--- src/rtl/bcd2bin_pkg.sv ---
package bcd2bin_pkg;
  localparam int unsigned NIB_W = 4;

  typedef enum logic {
    CV_IDLE = 1'b0,
    CV_RUN  = 1'b1
  } cv_state_e;
endpackage

--- src/rtl/bcd2bin_digit_fix.sv ---
module bcd2bin_digit_fix
  import bcd2bin_pkg::*;
(
  input  logic             en,
  input  logic [NIB_W-1:0] d_in,
  output logic [NIB_W-1:0] d_out
);
  // weight correction: a digit at 8+ carries a half-ten that must become five
  always_comb begin
    if (en && (d_in >= NIB_W'(8))) d_out = d_in - NIB_W'(3);
    else                           d_out = d_in;
  end
endmodule

--- src/rtl/bcd2bin_step_ctrl.sv ---
module bcd2bin_step_ctrl
  import bcd2bin_pkg::*;
#(
  parameter int unsigned STEPS = 24
) (
  input  logic clk,
  input  logic rst_n,
  input  logic start,
  output logic load,
  output logic step,
  output logic first,
  output logic last,
  output logic done
);
  localparam int unsigned CW = (STEPS > 2) ? $clog2(STEPS) : 1;
  localparam logic [CW-1:0] LAST_IDX = CW'(STEPS - 1);

  cv_state_e     state_q, state_d;
  logic [CW-1:0] cnt_q, cnt_d;
  logic          done_q, done_d;

  assign load  = start && (state_q == CV_IDLE);
  assign step  = (state_q == CV_RUN);
  assign first = step && (cnt_q == '0);
  assign last  = step && (cnt_q == LAST_IDX);
  assign done  = done_q;

  always_comb begin
    state_d = state_q;
    cnt_d   = cnt_q;
    done_d  = 1'b0;
    if (load) begin
      state_d = CV_RUN;
      cnt_d   = '0;
    end else if (step) begin
      if (last) begin
        state_d = CV_IDLE;
        done_d  = 1'b1;
      end else begin
        cnt_d = cnt_q + CW'(1);
      end
    end
  end

  always_ff @(posedge clk or negedge rst_n) begin
    if (!rst_n) begin
      state_q <= CV_IDLE;
      cnt_q   <= '0;
      done_q  <= 1'b0;
    end else begin
      state_q <= state_d;
      cnt_q   <= cnt_d;
      done_q  <= done_d;
    end
  end

  // the final step is followed by exactly one done cycle
  a_r2_last_then_done: assert property (@(posedge clk) disable iff (!rst_n)
    last |=> done);
  a_r2_done_single: assert property (@(posedge clk) disable iff (!rst_n)
    done |=> !done);
  a_r2_cnt_in_range: assert property (@(posedge clk) disable iff (!rst_n)
    cnt_q <= LAST_IDX);
  // a run in progress keeps stepping whatever start does
  a_r7_run_continues: assert property (@(posedge clk) disable iff (!rst_n)
    (step && !last) |=> step);
endmodule

--- src/rtl/bcd2bin_shift_path.sv ---
module bcd2bin_shift_path
  import bcd2bin_pkg::*;
#(
  parameter int unsigned NDIG = 6
) (
  input  logic                    clk,
  input  logic                    rst_n,
  input  logic                    load,
  input  logic                    step,
  input  logic                    first,
  input  logic [NDIG*NIB_W-1:0]   bcd_in,
  output logic [NDIG*NIB_W-1:0]   bcd_q,
  output logic [NDIG*NIB_W-1:0]   res_shift
);
  localparam int unsigned W = NDIG * NIB_W;

  logic [W-1:0] fixed;
  logic [W-1:0] bcd_shift;
  logic [W-1:0] res_q;
  logic [W-1:0] bcd_d, res_d;
  logic         fix_en;

  // the first step sees the loaded digits, which need no correction
  assign fix_en = step && !first;

  for (genvar g = 0; g < NDIG; g++) begin : g_fix
    bcd2bin_digit_fix u_fix (
      .en    (fix_en),
      .d_in  (bcd_q[g*NIB_W +: NIB_W]),
      .d_out (fixed[g*NIB_W +: NIB_W])
    );
  end

  assign bcd_shift = {1'b0, fixed[W-1:1]};
  assign res_shift = {fixed[0], res_q[W-1:1]};

  always_comb begin
    bcd_d = bcd_q;
    res_d = res_q;
    if (load) begin
      bcd_d = bcd_in;
      res_d = '0;
    end else if (step) begin
      bcd_d = bcd_shift;
      res_d = res_shift;
    end
  end

  always_ff @(posedge clk or negedge rst_n) begin
    if (!rst_n) begin
      bcd_q <= '0;
      res_q <= '0;
    end else begin
      bcd_q <= bcd_d;
      res_q <= res_d;
    end
  end
endmodule

--- src/rtl/bcd2bin_iter.sv ---
module bcd2bin_iter
  import bcd2bin_pkg::*;
#(
  parameter int unsigned NDIG = 6
) (
  input  logic                  clk,
  input  logic                  rst_n,
  input  logic                  start,
  input  logic [NDIG*NIB_W-1:0] bcd_in,
  output logic                  done,
  output logic [NDIG*NIB_W-1:0] bin_out,
  output logic                  bad_digit
);
  localparam int unsigned W     = NDIG * NIB_W;
  localparam int unsigned STEPS = W;

  // reset: asserted asynchronously, released on a clock edge
  logic rst_meta_q, rst_sync_q;
  always_ff @(posedge clk or negedge rst_n) begin
    if (!rst_n) begin
      rst_meta_q <= 1'b0;
      rst_sync_q <= 1'b0;
    end else begin
      rst_meta_q <= 1'b1;
      rst_sync_q <= rst_meta_q;
    end
  end

  logic         load, step, first, last;
  logic [W-1:0] bcd_q, res_shift;

  bcd2bin_step_ctrl #(.STEPS(STEPS)) u_ctrl (
    .clk   (clk),
    .rst_n (rst_sync_q),
    .start (start),
    .load  (load),
    .step  (step),
    .first (first),
    .last  (last),
    .done  (done)
  );

  bcd2bin_shift_path #(.NDIG(NDIG)) u_path (
    .clk       (clk),
    .rst_n     (rst_sync_q),
    .load      (load),
    .step      (step),
    .first     (first),
    .bcd_in    (bcd_in),
    .bcd_q     (bcd_q),
    .res_shift (res_shift)
  );

  // nibble range checks on the input and on the working register
  logic [NDIG-1:0] nib_over;
  logic [NDIG-1:0] work_ok;
  for (genvar g = 0; g < NDIG; g++) begin : g_nib
    assign nib_over[g] = bcd_in[g*NIB_W +: NIB_W] > NIB_W'(9);
    assign work_ok[g]  = bcd_q[g*NIB_W +: NIB_W] <= NIB_W'(12);
  end

  logic         bad_q, bad_d;
  logic [W-1:0] bin_q, bin_d;
  logic         flag_q, flag_d;

  always_comb begin
    bad_d  = bad_q;
    bin_d  = bin_q;
    flag_d = flag_q;
    if (load) bad_d = |nib_over;
    if (last) begin
      bin_d  = res_shift;
      flag_d = bad_q;
    end
  end

  always_ff @(posedge clk or negedge rst_sync_q) begin
    if (!rst_sync_q) begin
      bad_q  <= 1'b0;
      bin_q  <= '0;
      flag_q <= 1'b0;
    end else begin
      bad_q  <= bad_d;
      bin_q  <= bin_d;
      flag_q <= flag_d;
    end
  end

  assign bin_out   = bin_q;
  assign bad_digit = flag_q;

  // corrected decimal digits stay within 0..12 between steps
  a_r4_work_digits: assert property (@(posedge clk) disable iff (!rst_sync_q)
    (step && !bad_q) |-> (&work_ok));
  // the working register is drained once the result is out
  a_r5_bcd_drained: assert property (@(posedge clk) disable iff (!rst_sync_q)
    done |-> (bcd_q == '0));
  // published outputs move only with done
  a_r8_hold: assert property (@(posedge clk) disable iff (!rst_sync_q)
    !done |-> ($stable(bin_out) && $stable(bad_digit)));
  // the flag published with done is the one captured at load
  a_r6_flag_from_load: assert property (@(posedge clk) disable iff (!rst_sync_q)
    done |-> (bad_digit == $past(bad_q)));
endmodule

--- config.mk ---
export PLATFORM = sky130hd
export DESIGN_NAME = bcd2bin_iter
export DESIGN_NICKNAME = d
export VERILOG_FILES = /design/src/rtl/bcd2bin_pkg.sv /design/src/rtl/bcd2bin_digit_fix.sv /design/src/rtl/bcd2bin_step_ctrl.sv /design/src/rtl/bcd2bin_shift_path.sv /design/src/rtl/bcd2bin_iter.sv
export SDC_FILE = /design/constraint.sdc
export NUM_CORES = 1
export LEC_CHECK = 0
export ABC_AREA = 0
export ABC_CLOCK_PERIOD_IN_PS = 4900
export CAP_MARGIN = 10
export CORE_UTILIZATION = 59
export DETAILED_ROUTE_END_ITERATION = 10
export PLACE_DENSITY = 0.9
export SYNTH_ARGS = -nofsm -noshare
export SYNTH_HDL_FRONTEND = slang
export SYNTH_SLANG_ARGS = --single-unit
--- constraint.sdc ---
create_clock -name clk -period 4.9 [get_ports clk]
set_clock_uncertainty 0.1 [all_clocks]
set_input_delay 0.49 -clock clk [delete_from_list [all_inputs] [get_ports clk]]
set_output_delay 0.49 -clock clk [all_outputs]
set_load 0.02 [all_outputs]
-- Word level (Yosys, flattened, before mapping)
Index checks and enable logic that the tools add are counted.
- register bits after elaboration: 83
- word-level logic and storage cells: 66
- output and inout bits: 26
- multiplexer cells: 19
- equal/unequal tests: 2
- $lt $le $gt $ge: 12
- bitwise logic cells: 1
- $add $sub $neg: 7
- reduce and logical (&&, ||, !) cells: 15
- operators by type and width (kind ; count):
    two-way mux 24 bit ; 4
    >= comparator 4 bit (second input constant) ; 6
    greater-than comparator 4 bit (second input constant) ; 6
    two-way mux 4 bit ; 6
    subtractor 4 x 2 -> 4 bit (second input constant) ; 6
    two-way mux 5 bit ; 3
    logical AND 1 bit ; 10
    two-way mux 1 bit ; 6
    OR reduction 6 bit ; 1
    adder 5 x 1 -> 5 bit (second input constant) ; 1
    == test 5 bit (second input constant) ; 1
    zero test 5 bit ; 1
    != test 2 bit (second input constant) ; 1
    AND reduction 2 bit ; 1
    nonzero test 2 bit ; 1
    zero test 1 bit ; 1
    inverter 1 bit ; 1

-- Logic depth before layout (Yosys ltp)
Gate-level depths: netlist of run 1.
- depth in word-level cells: 8
- depth in mapped cells: 6

-- By module
Synthesis of run 1 repeated with hierarchy kept, for this count alone.
- cells, all modules: 363
- area, all modules: 4204.0 um^2
- modules (own cells, without submodules) (module ; cells each ; times used ; area an instance (um^2)):
    bcd2bin_shift_path ; 179 ; 1 ; 2068.2
    bcd2bin_iter ; 66 ; 1 ; 1162.4
    bcd2bin_digit_fix ; 13 ; 6 ; 96.3
    bcd2bin_step_ctrl ; 40 ; 1 ; 395.4

-- Least setup slack after synthesis of run 1
No wires, ideal clock.
- path type: register to register
- start point: register u_ctrl.cnt_q[0]
- end point: register bin_q[10], in the netlist bin_out[10]
- path slack: 3122 ps
- stages on the path, launching flop included: 6
- arrival: 1553 ps
- required time: 4675 ps
- cell sequence: dfrtp_1 -> ha_1 -> and4b_1 -> nand2_1 -> buf_2 -> mux2_2
- cells in the longest elaborated chain, start to end: 2
- ends and longest elaborated chain (item ; RTL line ; source):
    start: declaration ; bcd2bin_step_ctrl.sv:19 ; logic [CW-1:0] cnt_q, cnt_d;
    start signal: assignment ; bcd2bin_step_ctrl.sv:52 ; cnt_q <= cnt_d;
    == test 5 bit ; bcd2bin_step_ctrl.sv:25 ; assign last = step && (cnt_q == LAST_IDX);
    logical AND 1 bit ; bcd2bin_step_ctrl.sv:25 ;
    end signal: assignment ; bcd2bin_iter.sv:84 ; bin_q <= bin_d;
    end: declaration ; bcd2bin_iter.sv:63 ; logic [W-1:0] bin_q, bin_d;
Every way passes these cells.
A chain may end at the register's enable or synchronous reset.

-- Worst setup path after layout of run 1
- start point: register u_ctrl.cnt_q[0]
- end point: register flag_q, in the netlist bad_digit
- cells in the longest elaborated chain, start to end: 2
- ends and longest elaborated chain (item ; RTL line ; source):
    == test 5 bit ; bcd2bin_step_ctrl.sv:25 ;
    logical AND 1 bit ; bcd2bin_step_ctrl.sv:25 ;
    end signal: assignment ; bcd2bin_iter.sv:85 ; flag_q <= flag_d;
    end: declaration ; bcd2bin_iter.sv:64 ; logic flag_q, flag_d;
Every way passes these cells.

==> results.yml, run 1 <==
final_layout:
  drive_gt1_frac: 0.119
  areaGrowthSynthToFinish_pct: 17.5
  n_antenna_cell: 0
  instances_no_fill: 507
  fillers: 476
  finalNetCount: 466
synth:
  synth_area_um2: 4040
  dominantRegCellSynth: "dfrtp_1"
  synth_fp_nets: 426
  yosysSeqAreaShare: 0.508
  synth_area_leader_cell: "dfrtp_1"
  synth_top_area_share: 0.508
  syn_area_per_cell_um2: 10.5
  yosys_warnings: 0
  syn_inst: 385
  synth.area.top_cells: "dfrtp_1 51%, mux2_2 6.7%, o21ai_0 5.8%, ha_1 4.3%, a211oi_1 3.9%"
  ys_types: 35
  synth_edf_count: 0
  async_reset_ff_frac: 1.00
  ys_ff_latch: 82
cts:
  cts.sinks: 82
  post-cts-setup-buffer-count: 0
  cts_htree_levels: 3
  cts-root-buf: "clkbuf_8"
  clk_latency_ns: 0.35
  cts_resized: 0
  cts_hold_buf: 0
  clk_pin_slew_ns: 0.08
  cts_tree: "yes"
  cts_buffers: 9
  clk_path_buf_depth: 2
placed_design:
  dp_cells: 491
  dpl.hpwl_um: 5130
  place.gp.congestion: 0.799
  port-buffer-count: 52
timing:
  fin_crit_ns: 2.36
  hold_viol: 0
  final.period_utilization: 0.481
  rsz0062_at_grt: "false"
  slew_violations: 0
  whs_ns: 0.200
  worst_pin_slew_ns: 1.08
  slew-limit-headroom: 0.278
  setup_viol: 0
  setup_tns_ns: 0
  fmax_mhz: 425
status:
  failed_checks: "DRC"
  outcome: "finished, violations left"
setup_path:
  worstSetupPathType: "register to register"
  crit_fanout: 24
  critical_path_arrival_ns: 2.49
  startpoint_type: "register"
  worstSetupEndpointType: "register"
  required_ns: 5.03
grt:
  grt_pass1_wl_um: 13800
  grt_pass1_vias: 2986
  overflow: 0
  grt_max_degree: 101
  grt_usage: 0.244
  antenna_found_initial: 0
floorplan:
  fp.dieArea_um2: 7190
  die_w_um: 84.8
  row_count: 29
  die_h_um: 84.8
  pin_count: 53
  coreArea_um2: 6490
  start_util: 0.622
pwr:
  power.leakage_uw: 0.00206
  cellPowerDensity_nw_per_um2: 570
  irDropWorstVdd_mv: 0.270
run:
  drv_cap: 0
route:
  dr_wl_met3_um: 285
  drtIter0Drc: 214
  via_count: 2995
  wire_per_inst_um: 15.6
  topRoutingLayerUsed: "met4"
  met1Wirelength_um: 3630
  drc: 7
  vias_per_cell: 5.91
  routed_wl_um: 7900
  antenna_left: 0
  dr_wl_met2_um: 3840
  drtPass1Iterations: 9
hold_path:
  hold_class: "primary input to asynchronous set/reset pin"
-- cell type report --
| type | instances | area (um^2) | share of cell area |
|---|---|---|---|
| repair buffers | 54 | 531 | 0.112 |
| multi-input cells | 256 | 1800 | 0.378 |
| clock inverters | 5 | 56.3 | 0.0119 |
| flip-flops and latches | 82 | 2060 | 0.433 |
| inverters | 22 | 82.6 | 0.0174 |
| well taps | 77 | 96.3 | 0.0203 |
| clock buffers | 11 | 131 | 0.0277 |
-- registers in the layout, summed over array words and instances (netlist names) --
register and cells:
bad_digit 1, bad_q 1, bin_out 24, rst_meta_q 1
rst_sync_q 1, u_ctrl.cnt_q 5, u_ctrl.done 1, u_ctrl.step 1
u_path.bcd_q 24, u_path.res_q 23
-- cells in the final DEF (no fill, tap or decap), types with 2 or more instances in the layout --
cell type         n
a211oi_1         21
a21o_1            2
a21oi_1          10
a221oi_2          5
a22o_1            4
a31oi_1          17
buf_4             2
clkbuf_1          2
clkbuf_8          9
clkdlybuf4s50_1  51
clkinv_2          2
dfrtp_1          80
ha_1             14
inv_1            22
mux2_2           24
mux2i_1           2
nand2_1          23
nand2b_1         24
nand3_1          15
nor2_1            2
nor2b_1          24
o21ai_0          47
o22a_1            2
or3_1             7
xnor2_1           2
-- layer usage --
metal,vias to the layer above,GRT usage
li1,1439,-
met4,0,0.103
met1,1456,0.320
met5,-,0
met3,15,0.0364
met2,85,0.407
-- per-stage QoR --
step | utilization | area [um^2] | total power [uW] | setup slack, ns
after global placement | 0.703 | 4560 | 2170 | 2.65
after detailed placement | 0.703 | 4560 | 2240 | 2.52
final | 0.731 | 4750 | 2710 | 2.54
after CTS | 0.731 | 4750 | 2720 | 2.50
after global routing | 0.731 | 4750 | 2910 | 2.37
after floorplan | - | 4040 | 1890 | 2.35
-- power breakdown --
part           total, uW  leakage [uW]  internal [uW]  switching (uW)
Sequential          1210       0.00104            956             259
Clock                474     0.0000933            235             239
Combinational       1020      0.000925            520             500
Total               2710       0.00206           1710             998
-- worst max-delay path: stages, from the launching register on --
cell and delay (ns):
dfrtp_1 0.40, ha_1 0.26, and4b_1 0.25, nand2_1 0.71, inv_1 0.20, mux2_2 0.32
-- path summary, 6_finish.rpt --
check	startpoint	endpoint	slack (ns)	cells after the start
max	u_ctrl.cnt_q[0]	bad_digit	2.54	5
min	rst_n	rst_sync_q	0.20	1
max reg2reg	u_ctrl.cnt_q[0]	bad_digit	2.54	5
min reg2reg	rst_meta_q	rst_sync_q	0.25	0
max in group asynchronous	rst_sync_q	u_ctrl.step	3.62	0
min in group clk	rst_meta_q	rst_sync_q	0.25	0
-- cells in the mapped netlist, drive strengths merged (2+ instances only) --
| cell type | instances |
|---|---|
| inv | 22 |
| dfrtp | 82 |
| a22o | 4 |
| nand3 | 15 |
| a211oi | 21 |
| o21ai | 47 |
| ha | 14 |
| mux2 | 24 |
| buf | 8 |
| nor2b | 24 |
| a221oi | 5 |
| nand2b | 24 |
| nor2 | 2 |
| xnor2 | 2 |
| a21oi | 10 |
| o22a | 2 |
| a21o | 2 |
| nand2 | 23 |
| mux2i | 2 |
| clkbuf | 17 |
| a31oi | 17 |
| or3 | 7 |
-- cells by family (layout without fill, tap and decap cells) --
family                     after synthesis  in the layout  share of synthesized area
DFF                                     82             82                      0.508
and+or+nand+nor                        102            102                      0.146
adders and majority gates               14             14                     0.0433
buffers and inverters                   47             92                     0.0480
muxes                                   26             26                     0.0718
AOI/OAI and AO/OA                      111            111                      0.178
xor gates and xnor gates                 2              2                    0.00433
other                                    1              1                   0.000928
No activity file was read; power rests on OpenSTA's default activity.
==> run 2: changes to the inputs <==
ABC_CLOCK_PERIOD_IN_PS = 2300   (was 4900)
CORE_UTILIZATION = 55   (was 59)
PLACE_DENSITY = 0.85   (was 0.9)
clock period = 2.3 ns   (was 4.9 ns; I/O delays follow)
==> run 2 against run 1 <==
The flow now finishes without violations. Clock power increased by 150%. Critical path depth unchanged. Maximum frequency increased by 22%. Global-route usage shrank 0.56 points. Routed wire length rose by 3.5%. Final area grew 2.9%. Critical path type unchanged.
==> results.yml, run 2 (synthesis gave the netlist of run 1 again) <==
status:
  outcome: "finished, final reports clean"
route:
  antenna_left: 0
  drtPass1Iterations: 4
  routed_wl_um: 8180
  wire_per_inst_um: 15.4
  drtIter0Drc: 165
  via_count: 3009
  drc: 0
  vias_per_cell: 5.67
pwr:
  switching_share: 0.365
  cellPowerDensity_nw_per_um2: 1220
  irDropWorstVdd_mv: 0.519
  report.power.total_uw: 5960
  p_int_uw: 3780
  p_seq_frac: 0.437
  pwr-share-comb: 0.367
  power.leakage_uw: 0.00212
  clkPwrFrac: 0.196
  p_sw_uw: 2180
floorplan:
  fp.dieArea_um2: 7700
  start_util: 0.582
  row_count: 30
  die_w_um: 87.7
  pin_count: 53
  die_h_um: 87.7
  coreArea_um2: 6940
timing:
  setup_tns_ns: 0
  setup_viol: 0
  hold_viol: 0
  slew_violations: 0
  rsz0062_at_grt: "false"
  fin_crit_ns: 1.93
  fmax_mhz: 518
  final.period_utilization: 0.839
  worst_pin_slew_ns: 0.502
  slew-limit-headroom: 0.665
placed_design:
  dpl.hpwl_um: 5490
  port-buffer-count: 52
  placed_area_um2: 4650
  place.gp.congestion: 0.838
final_layout:
  final_core_util: 0.704
  final_cell_area_um2: 4890
  final_common_cell: "dfrtp_1"
  finalNetCount: 471
  n_antenna_cell: 0
  areaGrowthSynthToFinish_pct: 21.0
  final_cell_mix: "80 x dfrtp_1, 51 x clkdlybuf4s50_1, 47 x o21ai_0"
  drive_gt1_frac: 0.131
grt:
  grt_pass1_wl_um: 14000
  overflow: 0
  grt_pass1_vias: 2971
  grt_max_degree: 77
  antenna_found_initial: 0
  grt_usage: 0.238
setup_path:
  crit_fanout: 13
  critical_path_arrival_ns: 2.09
  required_ns: 2.47
  worstSetupEndpointType: "register"
  startpoint_type: "register"
  worstSetupPathType: "register to register"
cts:
  cts-root-buf: "clkbuf_8"
  clk_latency_ns: 0.35
  cts_tree: "yes"
  cts.sinks: 82
  clk_pin_slew_ns: 0.09
  cts_buffers: 9
  cts_htree_levels: 3
  clk_path_buf_depth: 2
  cts_hold_buf: 1
  cts_resized: 0
  post-cts-setup-buffer-count: 0
hold_path:
  hold_class: "register to asynchronous set/reset pin"
run:
  drv_cap: 0
==> run 2: critical path, stage by stage, from the launching register on <==
cell and delay, ns:
dfrtp_1 0.41, inv_1 0.10, ha_1 0.19, or4b_4 0.58, and2_4 0.25, a221oi_2 0.22
==> run 2: power groups by stage <==
| stage | clock network [uW] | logic [uW] | registers [uW] |
|---|---|---|---|
| floorplan | 0 | 1370 | 2660 |
| global placement | 0 | 2070 | 2580 |
| detailed placement | 0 | 2190 | 2620 |
| CTS | 1180 | 2200 | 2600 |
| global route | 1240 | 2430 | 2710 |
| finish | 1170 | 2190 | 2600 |
==> run 2: final timing paths <==
path	slack, ns	from	depth (start not counted)	endpoint
worst max-delay path	0.37	u_ctrl.cnt_q[0]	5	u_path.bcd_q[14]
worst max register to register	0.37	u_ctrl.cnt_q[0]	5	u_path.bcd_q[14]
max in group asynchronous	1.30	rst_sync_q	1	bin_out[3]
worst min-delay path	0.20	rst_sync_q	0	u_path.bcd_q[5]
worst min register to register	0.20	rst_sync_q	0	u_path.bcd_q[5]
min in group clk	0.26	rst_meta_q	0	rst_sync_q
==> run 2: per-stage QoR <==
stage          worst slack [ns]  std cells  hold slack [ns]
6_report                  0.370        531            0.198
3_3_place_gp              0.461        514            0.209
3_5_place_dp              0.381        514            0.218
2_1_floorplan             0.522        385           -0.166
4_1_cts                   0.374        531            0.226
5_1_grt                   0.273        531            0.254
==> run 2: area by class of cell <==
class                   instances  area (um^2)
repair buffers                 59          608
clock inverters                 7          101
multi-input cells             256         1800
fillers                       527         2050
well taps                      96          120
clock buffers                   9          124
inverters                      22         82.6
flip-flops and latches         82         2060
==> run 2: per-layer routing <==
layer | wire length, um | up-vias | track usage
li1 | - | 1443 | -
met5 | 0 | - | 0
met2 | 4250 | 61 | 0.400
met4 | 85 | 0 | 0.0954
met3 | 249 | 7 | 0.0386
met1 | 3590 | 1498 | 0.308
==> run 3: changes to the inputs <==
ABC_CLOCK_PERIOD_IN_PS = 1600   (was 2300)
CORE_UTILIZATION = 50   (was 55)
PLACE_DENSITY = 0.81   (was 0.85)
clock period = 1.6 ns   (was 2.3 ns; I/O delays follow)
==> run 3 against run 2 <==
The flow now finishes with violations (setup timing). Non-clock buffer count increased by 25. Global-route usage decreased by 2.5 points. Clock-buffer cell count unchanged. First-iteration DRC count increased by 5.5%. Clock power increased by 19%. Routed wire length increased by 4.8%. Utilization decreased by 3.4 points. Register-to-register slack got worse by 0.51 ns. Cell count increased by 5.8%.
==> results.yml, run 3 (synthesis gave the netlist of run 1 again) <==
final_layout:
  final_cell_mix: "78 x dfrtp_1, 47 x o21ai_0, 34 x clkdlybuf4s50_1"
  fillers: 583
  areaGrowthSynthToFinish_pct: 28.7
  final_common_cell: "dfrtp_1"
  multi_input_comb_area_um2: 1850
  finalNetCount: 496
  n_antenna_cell: 0
  drive_gt1_frac: 0.209
  seqCellArea_um2: 2060
route:
  drc: 0
  via_count: 3164
  drtIter0Drc: 174
  antenna_left: 0
  vias_per_cell: 5.63
  drtPass1Iterations: 4
  routed_wl_um: 8570
  wire_per_inst_um: 15.3
timing:
  fin_crit_ns: 1.74
  final.period_utilization: 1.09
  hold_viol: 0
  setup_ws_ns: -0.139
  slew_violations: 0
  rsz0062_at_grt: "true"
  fmax_mhz: 575
  setup_viol: 48
  slew-limit-headroom: 0.594
  worst_pin_slew_ns: 0.607
setup_path:
  critPathMaxStageDelay_ns: 0.42
  rr_worst_depth: 5
  crit_fanout: 8
  startpoint_type: "register"
  worstSetupPathType: "register to register"
  critical_path_arrival_ns: 1.88
  required_ns: 1.74
  worstSetupEndpointType: "register"
  crit_slowest_cell: "dfrtp_1"
  crit_chain: "ha_1, and4b_2, nand2_4, clkbuf_16, mux2_2"
placed_design:
  dpl.hpwl_um: 5880
  port-buffer-count: 52
  place_ws_ns: -0.141
  place.gp.congestion: 0.851
floorplan:
  die_w_um: 91.9
  row_count: 32
  die_h_um: 91.9
  start_util: 0.520
  pin_count: 53
  fp.dieArea_um2: 8450
  coreArea_um2: 7770
grt:
  grt_use_met2: 0.357
  met3_usage: 0.0290
  use_met1: 0.275
  antenna_found_initial: 0
  grt_max_degree: 37
  grt_pass1_wl_um: 14300
  grt_pass1_vias: 3120
  grt_usage: 0.213
  overflow: 0
  grt.busiest_layer: "met2"
cts:
  clk_latency_ns: 0.35
  cts_htree_levels: 3
  cts_buffers: 9
  cts-root-buf: "clkbuf_8"
  cts.sinks: 82
  clk_pin_slew_ns: 0.09
  cts_tree: "yes"
  clk_path_buf_depth: 2
pwr:
  power.leakage_uw: 0.00245
  irDropWorstVdd_mv: 0.727
  report.power.total_uw: 8710
  cellPowerDensity_nw_per_um2: 1670
status:
  outcome: "finished, violations left"
  failed_checks: "setup timing"
run:
  drv_cap: 0
hold_path:
  hold_class: "register to asynchronous set/reset pin"
run 3: changes by cell type in the layout (fill, tap and decap cells not counted), moves of 3 or more:
cell and delta:
buf_6 +7, a21oi_1 -3, clkdlybuf4s50_1 -17, inv_2 +3, inv_1 -3, dlygate4sd2_1 +3, buf_4 +15, dlymetal6s2s_1 +14
run 3: worst paths after layout:
| path | startpoint | to | slack (ns) |
|---|---|---|---|
| setup / recovery | u_ctrl.cnt_q[0] | bin_out[0] | -0.14 |
| hold / removal | rst_sync_q | u_path.bcd_q[7] | 0.17 |
| setup reg to reg | u_ctrl.cnt_q[0] | bin_out[0] | -0.14 |
| hold reg to reg | rst_sync_q | u_path.bcd_q[7] | 0.17 |
| max in group asynchronous | rst_sync_q | bin_out[2] | 0.73 |
| min in group clk | start | u_path.bcd_q[23] | 0.21 |
run 3: what timing repair did:
| item | in CTS | in global routing |
|---|---|---|
| endpoints found under the hold margin | 2 | 0 |
| gates cloned | 1 | 1 |
| pin swaps | 8 | 13 |
| setup endpoints to repair | 53 | 66 |
| gates resized for setup | 15 | 25 |
| hold buffers | 1 | 0 |
| setup buffers | 4 | 4 |
run 3: critical path: cells and delay by family, from the launching register on:
family	cells	cell delay [ns]
muxes	1	0.33
and+or+nand+nor	2	0.39
adders and majority gates	1	0.23
buffers and inverters	1	0.17
DFF	1	0.42
run 3: layer usage:
| layer | part of all wire | vias up | wire length [um] |
|---|---|---|---|
| met1 | 0.45 | 1572 | 3860 |
| li1 | - | 1497 | - |
| met3 | 0.034 | 17 | 290 |
| met4 | 0.018 | 0 | 152 |
| met2 | 0.50 | 78 | 4260 |
| met5 | 0 | - | 0 |
run 3: stage by stage:
step                 util  setup TNS (ns)  std cells  hold slack (ns)  instance area (um^2)
floorplan               -           -2.40        385           -0.236                  4080
global placement    0.621           -2.35        536            0.179                  4820
detailed placement  0.621           -4.31        536            0.179                  4820
CTS                 0.655           -4.25        558            0.189                  5090
global route        0.670           -7.96        562            0.209                  5200
finish              0.670           -4.93        562            0.170                  5200
run 3: cell type report:
type,count,area share
sequential,82,0.396
multi-input combinational,256,0.356
timing repair buffer,84,0.172
tap,102,0.0245
clock buffer,9,0.0238
inverter,22,0.0159
clock inverter,7,0.0115
run 3: power by group:
| part | leakage, uW | internal (uW) | total (uW) | switching, uW |
|---|---|---|---|---|
| Clock | 0.0000844 | 587 | 1390 | 804 |
| Sequential | 0.00104 | 2930 | 3710 | 785 |
| Combinational | 0.00133 | 1910 | 3610 | 1700 |
| Total | 0.00245 | 5430 | 8710 | 3290 |
